`config.mk`:
```
export PLATFORM = sky130hd
export DESIGN_NAME = nib_alu
export DESIGN_NICKNAME = d
export VERILOG_FILES = /design/src/rtl/nib_alu_pkg.sv /design/src/rtl/nib_alu_bsel.sv /design/src/rtl/nib_alu_cla.sv /design/src/rtl/nib_alu_logic.sv /design/src/rtl/nib_alu.sv
export SDC_FILE = /design/constraint.sdc
export NUM_CORES = 1
export LEC_CHECK = 0
export ABC_AREA = 1
export CAP_MARGIN = 20
export CORE_ASPECT_RATIO = 1.4
export CORE_MARGIN = 2
export CORE_UTILIZATION = 35
export DETAILED_ROUTE_END_ITERATION = 8
export PLACE_DENSITY = 0.69
export SYNTH_ARGS = -nofsm -noshare
export SYNTH_HDL_FRONTEND = slang
export SYNTH_HIERARCHICAL = 1
export SYNTH_SLANG_ARGS = --single-unit
```
`constraint.sdc`:
```
create_clock -name clk -period 1.4 [get_ports clk]
set_clock_uncertainty 0.05 [all_clocks]
set_input_delay 0.28 -clock clk [delete_from_list [all_inputs] [get_ports clk]]
set_output_delay 0.28 -clock clk [all_outputs]
set_load 0.02 [all_outputs]
```
`src/rtl/nib_alu_pkg.sv`:
```
package nib_alu_pkg;

    // Bitwise function code, formed as {sel_lo, carry_in} in logic mode.
    typedef enum logic [1:0] {
        LF_AND  = 2'b00,
        LF_OR   = 2'b01,
        LF_XOR  = 2'b10,
        LF_NOTA = 2'b11
    } logic_fn_e;

endpackage

```
`src/rtl/nib_alu_bsel.sv`:
```
// Builds the adder's second operand bit by bit: y = b&s0 | ~b&s1.
module nib_alu_bsel #(
    parameter int W = 4
) (
    input  logic [W-1:0] b,
    input  logic         s1,
    input  logic         s0,
    output logic [W-1:0] y
);
    for (genvar i = 0; i < W; i++) begin : g_bit
        assign y[i] = (b[i] & s0) | (~b[i] & s1);
    end
endmodule

```
`src/rtl/nib_alu_cla.sv`:
```
// Carry-lookahead adder: propagate/generate, lookahead carries, sum.
module nib_alu_cla #(
    parameter int W = 4
) (
    input  logic [W-1:0] a,
    input  logic [W-1:0] y,
    input  logic         c0,
    output logic [W-1:0] sum,
    output logic         cout
);
    logic [W-1:0] p;
    logic [W-1:0] g;
    logic [W:0]   c;

    for (genvar i = 0; i < W; i++) begin : g_pg
        assign p[i] = a[i] ^ y[i];
        assign g[i] = a[i] & y[i];
    end

    // Each carry is a flat sum of products: the generate of each lower bit,
    // qualified by the propagates above it, plus c0 across all of them.
    always_comb begin
        logic acc;
        logic prod;
        c[0] = c0;
        for (int i = 1; i <= W; i++) begin
            acc  = 1'b0;
            prod = 1'b1;
            for (int j = i - 1; j >= 0; j--) begin
                acc  = acc | (prod & g[j]);
                prod = prod & p[j];
            end
            c[i] = acc | (prod & c0);
        end
    end

    for (genvar i = 0; i < W; i++) begin : g_sum
        assign sum[i] = p[i] ^ c[i];
    end
    assign cout = c[W];
endmodule

```
`src/rtl/nib_alu_logic.sv`:
```
// Four-way bitwise function, one selector per bit.
module nib_alu_logic #(
    parameter int W = 4
) (
    input  logic [W-1:0] a,
    input  logic [W-1:0] b,
    input  logic [1:0]   fn,
    output logic [W-1:0] y
);
    import nib_alu_pkg::*;

    for (genvar i = 0; i < W; i++) begin : g_bit
        always_comb begin
            unique case (logic_fn_e'(fn))
                LF_AND:  y[i] = a[i] & b[i];
                LF_OR:   y[i] = a[i] | b[i];
                LF_XOR:  y[i] = a[i] ^ b[i];
                default: y[i] = ~a[i];
            endcase
        end
    end
endmodule

```
`src/rtl/nib_alu.sv`:
```
module nib_alu #(
    parameter int W = 4
) (
    input  logic         clk,
    input  logic         rst,
    input  logic [W-1:0] op_a,
    input  logic [W-1:0] op_b,
    input  logic         arith_en,
    input  logic         sel_hi,
    input  logic         sel_lo,
    input  logic         carry_in,
    output logic [W-1:0] result,
    output logic         carry_out
);
    typedef struct packed {
        logic [W-1:0] a;
        logic [W-1:0] b;
        logic         m;
        logic         s1;
        logic         s0;
        logic         ci;
        logic [W-1:0] res;
        logic         co;
    } state_t;

    localparam state_t RESET_STATE = '0;

    state_t st_q;
    state_t st_d;

    logic [W-1:0] y_op;
    logic [W-1:0] arith_sum;
    logic         arith_co;
    logic [W-1:0] logic_res;

    nib_alu_bsel #(.W(W)) u_bsel (
        .b  (st_q.b),
        .s1 (st_q.s1),
        .s0 (st_q.s0),
        .y  (y_op)
    );

    nib_alu_cla #(.W(W)) u_cla (
        .a    (st_q.a),
        .y    (y_op),
        .c0   (st_q.ci),
        .sum  (arith_sum),
        .cout (arith_co)
    );

    nib_alu_logic #(.W(W)) u_logic (
        .a  (st_q.a),
        .b  (st_q.b),
        .fn ({st_q.s0, st_q.ci}),
        .y  (logic_res)
    );

    always_comb begin
        st_d     = st_q;
        st_d.a   = op_a;
        st_d.b   = op_b;
        st_d.m   = arith_en;
        st_d.s1  = sel_hi;
        st_d.s0  = sel_lo;
        st_d.ci  = carry_in;
        st_d.res = st_q.m ? arith_sum : logic_res;
        st_d.co  = st_q.m & arith_co;
    end

    always_ff @(posedge clk) begin
        if (rst) begin
            st_q <= RESET_STATE;
        end else begin
            st_q <= st_d;
        end
    end

    assign result    = st_q.res;
    assign carry_out = st_q.co;
endmodule

```
# Word-level counts from Yosys, hierarchy flattened

Cells that the tools add are included.

Register bits: 17
Input port bits: 14
Output and inout port bits: 5
Word-level logic and storage cells: 87

Eq/ne operators: 2
Multiplexer cells: 5
Bitwise gates (word level): 71
Reduce and logical (&&, ||, !) cells: 1

Operators with widths:

| kind                 | count |
|---|---|
| $and A1 B1 Y1        | 33 |
| $or A1 B1 Y1         | 18 |
| $pmux W1 S3          | 4 |
| $xor A1 B1 Y1        | 12 |
| $not A1 Y1           | 8 |
| $mux W4              | 1 |
| $eq A2 B1 Y1 const B | 1 |
| $eq A2 B2 Y1 const B | 1 |
| $logic_not A2 Y1     | 1 |

# Depth between registers and ports, before layout

Gate-level depths: netlist (run 1).

Word-level depth: 10
Depth in mapped cells: 15

# Cells and area by module

The synthesis (run 1) kept the hierarchy.

Modules (own cells, without submodules):

| module        | instances | cells an instance | area an instance (um^2) |
|---|---|---|---|
| nib_alu       | 1         | 70                | 569.3 |
| nib_alu_logic | 1         | 41                | 290.3 |
| nib_alu_cla   | 1         | 37                | 235.2 |
| nib_alu_bsel  | 1         | 16                | 60.1 |

# Least setup slack after synthesis (run 1)

No wires, ideal clock.

Kind: register to register
Start: register st_q[10] (netlist name)
End: register st_q (netlist bit result[3])
Library setup time: 0.113 ns
Arrival time: 1.329 ns
Required time: 1.237 ns
Setup slack: -0.092 ns
Stages on the path, launching flop included: 16
Buffers on the path: 1
Clock period less this slack: 1.492 ns
Path through: dfxtp_1 > inv_1 > nand2_1 > nand2_1 > ha_1 > buf_6 > nand2_1 > nor2_2 > nor2_2 > nand2_1 > nand2_1 > nand2_1 > inv_1 > nand2_1 > nand2_1 > nor2_1

Cells in the longest elaborated chain, start to end: 10
Elaborated cells on any way between the ends: 16
Those cells by class: mux (1); bitwise (15)

Ends and longest elaborated chain:

| element                                        | RTL line                             | text |
|---|---|---|
| from (decl)                                    | nib_alu.sv:28                        | `state_t st_q;` |
| from (signal assigned)                         | nib_alu.sv:74                        | `st_q <= st_d;` |
| $not A1 Y1                                     | nib_alu_bsel.sv:11                   | `assign y[i] = (b[i] & s0) \| (~b[i] & s1);` |
| $and A1 B1 Y1                                  | nib_alu_bsel.sv:11                   |  |
| $or A1 B1 Y1 *                                 | nib_alu_bsel.sv:11                   |  |
| named net y_op[1]                              | nib_alu.sv:31                        | `logic [W-1:0] y_op;` |
| $and A1 B1 Y1 or $xor A1 B1 Y1 (tied branches) | nib_alu_cla.sv:17, nib_alu_cla.sv:16 |  |
| $and A1 B1 Y1 (on tied branches)               | nib_alu_cla.sv:30, nib_alu_cla.sv:31 |  |
| $or A1 B1 Y1, or another cell as far along     | nib_alu_cla.sv:30                    | `acc = acc \| (prod & g[j]);` |
| $or A1 B1 Y1 or $and A1 B1 Y1 (tied branches)  | nib_alu_cla.sv:30, nib_alu_cla.sv:33 |  |
| $or A1 B1 Y1 *                                 | nib_alu_cla.sv:33                    | `c[i] = acc \| (prod & c0);` |
| $xor A1 B1 Y1 *                                | nib_alu_cla.sv:38                    | `assign sum[i] = p[i] ^ c[i];` |
| named net arith_sum[3]                         | nib_alu.sv:32                        | `logic [W-1:0] arith_sum;` |
| $mux W4 *                                      | nib_alu.sv:66                        | `st_d.res = st_q.m ? arith_sum : logic_res;` |

The timed path passes the listed nets; every way through them passes the cells marked *.
A chain may end at the register's enable or synchronous reset.

# Final worst setup path (run 1)

Start: register st_q[11] (netlist name)
End: register st_q (netlist bit result[3])

Cells in the longest elaborated chain, start to end: 10
Elaborated cells on any way between the ends: 16
Those cells by class: mux (1); bitwise (15)

Ends and longest elaborated chain:

| element                                       | RTL line                             | text |
|---|---|---|
| $not A1 Y1                                    | nib_alu_bsel.sv:11                   |  |
| $and A1 B1 Y1                                 | nib_alu_bsel.sv:11                   |  |
| $or A1 B1 Y1 *                                | nib_alu_bsel.sv:11                   |  |
| named net y_op[2]                             | nib_alu.sv:31                        |  |
| $xor A1 B1 Y1                                 | nib_alu_cla.sv:16                    | `assign p[i] = a[i] ^ y[i];` |
| $and A1 B1 Y1 (on tied branches)              | nib_alu_cla.sv:30, nib_alu_cla.sv:31 |  |
| $or A1 B1 Y1, or another cell as far along    | nib_alu_cla.sv:30                    |  |
| $or A1 B1 Y1 or $and A1 B1 Y1 (tied branches) | nib_alu_cla.sv:30, nib_alu_cla.sv:33 |  |
| $or A1 B1 Y1 *                                | nib_alu_cla.sv:33                    |  |
| $xor A1 B1 Y1 *                               | nib_alu_cla.sv:38                    |  |
| named net arith_sum[3]                        | nib_alu.sv:32                        |  |
| $mux W4 *                                     | nib_alu.sv:66                        |  |

Marks and branches as above.

==> results.py, run 1 <==
metrics = {
    "floorplan": {
        "die_h_um": 72.0,
        "start_util_pct": 37.0,
        "core-area_um2": 3120,
        "die_width_um": 52.5,
        "pin_count": 19,
        "dieArea_um2": 3780,
        "rows": 24,
    },
    "power_and_ir_drop": {
        "p_clk_share_pct": 29.3,
        "comb_power_share_pct": 27.4,
        "p_sw_w": 0.000353,
        "p_per_area_nw_per_um2": 789,
        "p_leak_nw": 0.787,
        "p_seq_share_pct": 43.3,
        "internal_power_w": 0.000888,
        "p_sw_share_pct": 28.5,
        "ir_worst_vdd_uv": 604,
    },
    "final_layout": {
        "final_util_pct": 50.4,
        "fill_cells": 311,
        "final_common_cell": "inv_1",
        "drive_gt1_share_pct": 25.8,
        "area_delta_synth_final_pct": 36.3,
        "stdcell_area_um2": 1570,
        "regArea_um2": 350,
        "final_cell_mix": "inv_1, nand2_1, nor2_1, clkdlybuf4s50_1, nand3_1",
        "diodes": 0,
        "multiInputGateArea_um2": 678,
        "fin_nets": 219,
    },
    "detailed_routing": {
        "viasPerCell": 4.42,
        "drcViolationCount": 0,
        "ant_nets": 0,
        "first_pass_iters": 4,
        "drt_wl_total_um": 2290,
        "drt_iter0_markers": 14,
        "vias": 1013,
        "wl_per_cell_um": 9.98,
    },
    "worst_setup_path": {
        "timing.rr.start": "st_q[11]$_SDFF_PP0_",
        "regToRegEndpoint": "result[3]$_SDFF_PP0_",
        "crit_required_ns": 1.50,
        "r2r_setup_slack_ns": -0.11,
        "worstSetupPathType": "register to register",
        "cp_max_fo": 5,
        "end_kind": "register",
        "startpoint_type": "register",
        "worstPathArrival_ns": 1.62,
        "reg2regPathDepth": 14,
    },
    "clock_tree": {
        "clock_sinks": 17,
        "cts-htree-levels": 1,
        "cts_root_buf": "clkbuf_8",
        "clk_latency_ns": 0.25,
        "cts_buffers": 3,
        "clockBufferDepth": 2,
        "cts_tree": "built",
        "cts.clk_slew.worst_paths_ns": 0.07,
    },
    "synthesis": {
        "ys_warn_count": 6,
        "synth_top_family_by_area": "simple AND/OR/NAND/NOR gates",
        "synth_xor_area_share_pct": 1.52,
        "yosysUniqueCellTypes": 17,
        "synth_top_area_share_pct": 29.5,
        "syn-mean-instance-area_um2": 7.04,
        "synth_compound_area_share_pct": 0.433,
        "synth.ff_latch_count": 17,
        "syn-num-nets": 192,
        "synth_largest_area_cell": "dfxtp_1",
        "synth-seq-area-share_pct": 29.5,
        "synth_area_leaders": "dfxtp_1, ha_1, inv_1",
        "postSynthCellCount": 164,
        "yosys.area_share.simple_pct": 32.3,
        "synthAdderAreaFrac_pct": 15.8,
        "netlist_area_um2": 1150,
        "synthMuxAreaShare_pct": 0,
    },
    "min_path": {
        "hold_path_depth": 3,
        "hp-start": "sel_lo",
        "hold_path.class": "primary input to register",
        "hold_end": "st_q[6]$_SDFF_PP0_",
    },
    "placement": {
        "finalWeightedCongestion": 0.771,
        "post_dp_cell_area_um2": 1430,
        "dp_hpwl_um": 1610,
        "place_ws_ns": -0.125,
        "portBuffers": 18,
    },
    "global_routing": {
        "antenna_found_initial": 0,
        "grt_pass1_vias": 912,
        "grt_start_max_net_pins": 14,
        "grt-ovfl-total": 0,
        "grt_pass1_wl_um": 3640,
        "grt_util_all_layers_pct": 13.0,
    },
    "run": {
        "drv_cap": 0,
    },
    "timing": {
        "fin_crit_ns": 1.51,
        "hold_violations": 0,
        "layout_setup_ws_ns": -0.114,
        "max_freq_mhz": 661,
        "period_share_pct": 108,
        "drv_slew": 0,
        "setup-violations-final": 5,
        "worst_pin_slew_ns": 0.282,
        "maxSlewHeadroom_pct": 81.2,
        "rsz0062_at_grt": "yes",
    },
    "outcome": {
        "outcome": "finished with violations",
        "violations": "negative setup slack",
    },
}
==> registers in the layout (all words and copies together) (netlist names) <==
name       count
carry_out      1
result         4
st_q          12
==> area by class of cell <==
cell class                      instances  area share, %
Sequential cell                        17           22.3
Multi-Input combinational cell         98           43.1
Clock buffer                            3           2.62
Clock inverter                          1          0.318
Timing Repair Buffer                   31           19.1
Inverter                               40           9.54
Tap cell                               39           3.10
==> kinds of logic after synthesis <==
logic type | Yosys count
xor+xnor | 2
fa+ha+maj | 14
simple gates | 81
compound gates | 1
flops | 17
buf+inv | 49
==> metal layers <==
| metal | vias up | part of all wire [%] | track usage (%) |
|---|---|---|---|
| met3 | 10 | 3.8 | 1.85 |
| met5 | - | 0 | 0 |
| li1 | 537 | - | - |
| met4 | 0 | 4.3 | 9.97 |
| met2 | 33 | 54 | 24.2 |
| met1 | 433 | 38 | 12.1 |
==> how the worst max path moves through the flow <==
| stage | start | end | slack, ns | cells past startpoint |
|---|---|---|---|---|
| after floorplan | st_q[10]$_SDFF_PP0_ | result[3]$_SDFF_PP0_ | -0.06 | 15 |
| after detailed placement | st_q[10]$_SDFF_PP0_ | result[3]$_SDFF_PP0_ | -0.12 | 14 |
| final | st_q[11]$_SDFF_PP0_ | result[3]$_SDFF_PP0_ | -0.11 | 14 |
| after CTS | st_q[9]$_SDFF_PP0_ | result[3]$_SDFF_PP0_ | -0.08 | 15 |
| after global routing | st_q[9]$_SDFF_PP0_ | result[3]$_SDFF_PP0_ | -0.22 | 15 |
| after global placement | st_q[7]$_SDFF_PP0_ | result[3]$_SDFF_PP0_ | -0.12 | 13 |
==> critical path, cell delays in order, from the launching register on <==
cell     delay [ns]
dfxtp_2        0.34
inv_1          0.04
nand2_1        0.07
nand2_2        0.07
ha_4           0.27
nand2_1        0.07
nand2_1        0.06
nor2_2         0.10
nand2_1        0.06
nand2_1        0.06
nand2_1        0.05
inv_1          0.05
nand2_1        0.04
nand2_1        0.06
nor2_1         0.03
==> Yosys cell counts, drive strengths merged <==
library cell and n:
nand3 12, nor2 24, fa 1, nand4 7, a21oi 1, nand2 34
nand3b 4, xor2 1, inv 40, ha 13, dfxtp 17, buf 9
xnor2 1
==> what timing repair did <==
action                     CTS  global route
hold buffers                 0             0
resized for setup           19            15
buffers inserted             0             1
setup endpoints to repair   10             5
pin swaps                    2            13
==> power groups by stage <==
| stage | clock [W] | combinational, W | sequential [W] |
|---|---|---|---|
| 6_report | 0.000363 | 0.000340 | 0.000538 |
| 2_1_floorplan | 0 | 0.000205 | 0.000542 |
| 3_3_place_gp | 0 | 0.000297 | 0.000545 |
| 4_1_cts | 0.000378 | 0.000310 | 0.000536 |
| 5_1_grt | 0.000394 | 0.000381 | 0.000542 |
| 3_5_place_dp | 0 | 0.000301 | 0.000545 |
==> metrics by stage <==
stage	TNS, ns	hold slack, ns	cells	total power, W
floorplan	-0.0902	0.294	164	0.000746
global placement	-0.346	0.494	224	0.000842
detailed placement	-0.370	0.498	224	0.000846
CTS	-0.157	0.473	228	0.00122
global route	-0.792	0.498	229	0.00132
finish	-0.212	0.475	229	0.00124
No activity file was read; power rests on OpenSTA's default activity.
==> inputs of run 2 (changes only) <==
- CTS_BUF_LIST: default -> sky130_fd_sc_hd__clkbuf_8
==> results of run 2 <==
Final layout, timing and power as in run 1 (identical DEF).
==> inputs of run 3 (changes only) <==
- PLACE_DENSITY: 0.69 -> 0.7
- SYNTH_HIERARCHICAL: 1 -> default
==> run 3 against run 2 <==
Against the previous run:
- the flow still finishes with violations (negative setup slack)
- cell count is 14% lower
- final area is 8.0% lower
- largest cell class unchanged
- sequential power about the same
- synthesized cell count down 20%
- sequential cell count did not move
- clock power rose by 4%
- register-to-register slack got worse by 0.06 ns
- core utilization down 0.096 points
- worst hold slack worse by 0.0035 ns
- critical path depth down 5
==> results.py, run 3 <==
metrics = {
    "floorplan": {
        "core-area_um2": 2880,
        "die_width_um": 50.7,
        "rows": 23,
        "pin_count": 19,
        "die_h_um": 69.4,
        "start_util_pct": 37.1,
        "dieArea_um2": 3520,
    },
    "clock_tree": {
        "cts-htree-levels": 1,
        "clk_latency_ns": 0.26,
        "clockBufferDepth": 2,
        "cts.clk_slew.worst_paths_ns": 0.07,
        "cts_buffers": 3,
        "cts_hold_repair.buffers": 0,
        "clock_sinks": 17,
        "cts_tree": "built",
        "cts_root_buf": "clkbuf_8",
    },
    "min_path": {
        "hp-start": "op_b[2]",
        "hold_path.class": "primary input to register",
    },
    "synthesis": {
        "synth.ff_latch_count": 17,
        "synth_area_leaders": "dfxtp_1, ha_1, inv_1",
        "synth_edf_count": 0,
        "netlist_area_um2": 1070,
        "synth-seq-area-share_pct": 31.9,
        "syn-num-nets": 159,
        "synth_top_area_share_pct": 31.9,
        "async_reset_ff_share_pct": 0,
        "synth.most_common_cell": "inv_1",
        "yosysUniqueCellTypes": 28,
        "synthFlopType": "dfxtp_1",
        "ys_top_cells_by_count": "inv_1, dfxtp_1, nand2_1",
        "syn-mean-instance-area_um2": 8.09,
        "postSynthCellCount": 132,
        "ys_warn_count": 0,
        "synth_largest_area_cell": "dfxtp_1",
    },
    "final_layout": {
        "final_cell_mix": "inv_1, nor2_1, clkdlybuf4s50_1, dfxtp_1",
        "largest_reg_flops": 12,
        "fin_nets": 187,
        "drive_gt1_share_pct": 34.0,
        "final_common_cell": "inv_1",
        "area_delta_synth_final_pct": 35.5,
        "stdcell_area_um2": 1450,
        "top_register": "st_q",
        "fill_cells": 276,
        "diodes": 0,
    },
    "timing": {
        "fin_crit_ns": 1.57,
        "finalSetupTns_ns": -0.486,
        "maxSlewHeadroom_pct": 82.8,
        "rsz0062_at_grt": "yes",
        "layout_setup_ws_ns": -0.172,
        "holdWs_ns": 0.471,
        "period_share_pct": 112,
        "max_freq_mhz": 636,
        "drv_slew": 0,
        "setup-violations-final": 4,
        "hold_violations": 0,
        "worst_pin_slew_ns": 0.258,
    },
    "worst_setup_path": {
        "worstPathArrival_ns": 1.73,
        "cp_max_fo": 5,
        "crit_required_ns": 1.55,
        "end_kind": "register",
        "worstSetupPathType": "register to register",
        "timing.rr.start": "st_q[6]$_SDFF_PP0_",
        "setup.worst_path.start": "st_q[6]$_SDFF_PP0_",
        "startpoint_type": "register",
    },
    "global_routing": {
        "grt_util_all_layers_pct": 14.4,
        "grt_pass1_wl_um": 3870,
        "grt_start_max_net_pins": 13,
        "antenna_found_initial": 0,
        "grt-ovfl-total": 0,
        "grt_pass1_vias": 977,
    },
    "placement": {
        "place_ws_ns": -0.135,
        "finalWeightedCongestion": 0.843,
        "post_dp_cell_area_um2": 1320,
        "dp_hpwl_um": 1750,
        "portBuffers": 18,
    },
    "power_and_ir_drop": {
        "p_per_area_nw_per_um2": 841,
        "p_leak_nw": 0.711,
        "ir_worst_vdd_uv": 494,
    },
    "detailed_routing": {
        "drcViolationCount": 0,
        "vias": 903,
        "drt_iter0_markers": 13,
        "first_pass_iters": 4,
        "ant_nets": 0,
        "viasPerCell": 4.61,
        "wl_per_cell_um": 12.0,
        "drt_wl_total_um": 2360,
    },
    "outcome": {
        "outcome": "finished with violations",
        "violations": "negative setup slack",
    },
    "run": {
        "drv_cap": 0,
    },
}
## run 3: cell count changes after synthesis, sizes merged, moves of 2 or more
cell / delta
a21oi: +3
buf: -2
inv: -13
nand2: -17
nand3: -3
nand4: -6
nor2: -6
o211ai: +2
o21ai: +8
## run 3: cells by family after synthesis
logic type / after synthesis / share of synthesized area [%]
flip-flops: 17 / 31.9
AND/OR/NAND/NOR: 50 / 25.5
buffers and inverters: 35 / 15.2
XOR/XNOR: 2 / 1.64
AO/OA/AOI/OAI: 15 / 9.84
adder cells (fa/ha/maj): 13 / 15.9
## run 3: layout make-up
type / count / area (um^2) / area share [%]
clock buffer: 3 / 41.3 / 2.85
clock inverter: 1 / 5.00 / 0.346
inverter: 27 / 104 / 7.17
multi-input combinational: 80 / 621 / 42.9
sequential: 17 / 352 / 24.3
tap: 37 / 46.3 / 3.20
timing repair buffer: 31 / 279 / 19.3
## run 3: path summary, 6_finish.rpt
| check | endpoint | slack (ns) | cells after the start |
|---|---|---|---|
| max | result[3]$_SDFF_PP0_ | -0.17 | 9 |
| min | st_q[11]$_SDFF_PP0_ | 0.47 | 3 |
| max reg2reg | result[3]$_SDFF_PP0_ | -0.17 | 9 |
| min reg2reg | result[3]$_SDFF_PP0_ | 0.50 | 2 |
## run 3: where the power goes
| part | internal [W] | total (W) | switching [W] |
|---|---|---|---|
| registers | 0.000512 | 0.000537 | 0.0000249 |
| logic | 0.000154 | 0.000302 | 0.000148 |
| clock network | 0.000198 | 0.000379 | 0.000181 |
## run 3: repair_timing
action / 4_1_cts / 5_1_grt
setup endpoints to repair: 9 / 5
gates resized for setup: 11 / 18
pin swaps: 4 / 13
buffers inserted: 1 / 1
## run 3: metal layers
metal | wire [um] | track usage (%)
met5 | 0 | 0
met4 | 89 | 11.7
met3 | 63 | 1.51
met2 | 1350 | 27.8
met1 | 852 | 12.6
## run 3: worst max-delay path: stages, from the launching register on
cell     delay (ns)
dfxtp_4        0.37
nand2_2        0.06
o21ai_2        0.05
ha_1           0.31
or2_1          0.26
nand2_2        0.09
nand2_2        0.06
nand2_2        0.06
nand3_2        0.07
a21oi_2        0.13
## run 3: through the flow
stage | utilization, % | cells | power [W]
6_report | 50.3 | 196 | 0.00122
5_1_grt | 50.3 | 196 | 0.00128
4_1_cts | 47.8 | 195 | 0.00119
3_5_place_dp | 45.9 | 190 | 0.000815
3_3_place_gp | 45.9 | 190 | 0.000803
2_1_floorplan | - | 132 | 0.000716
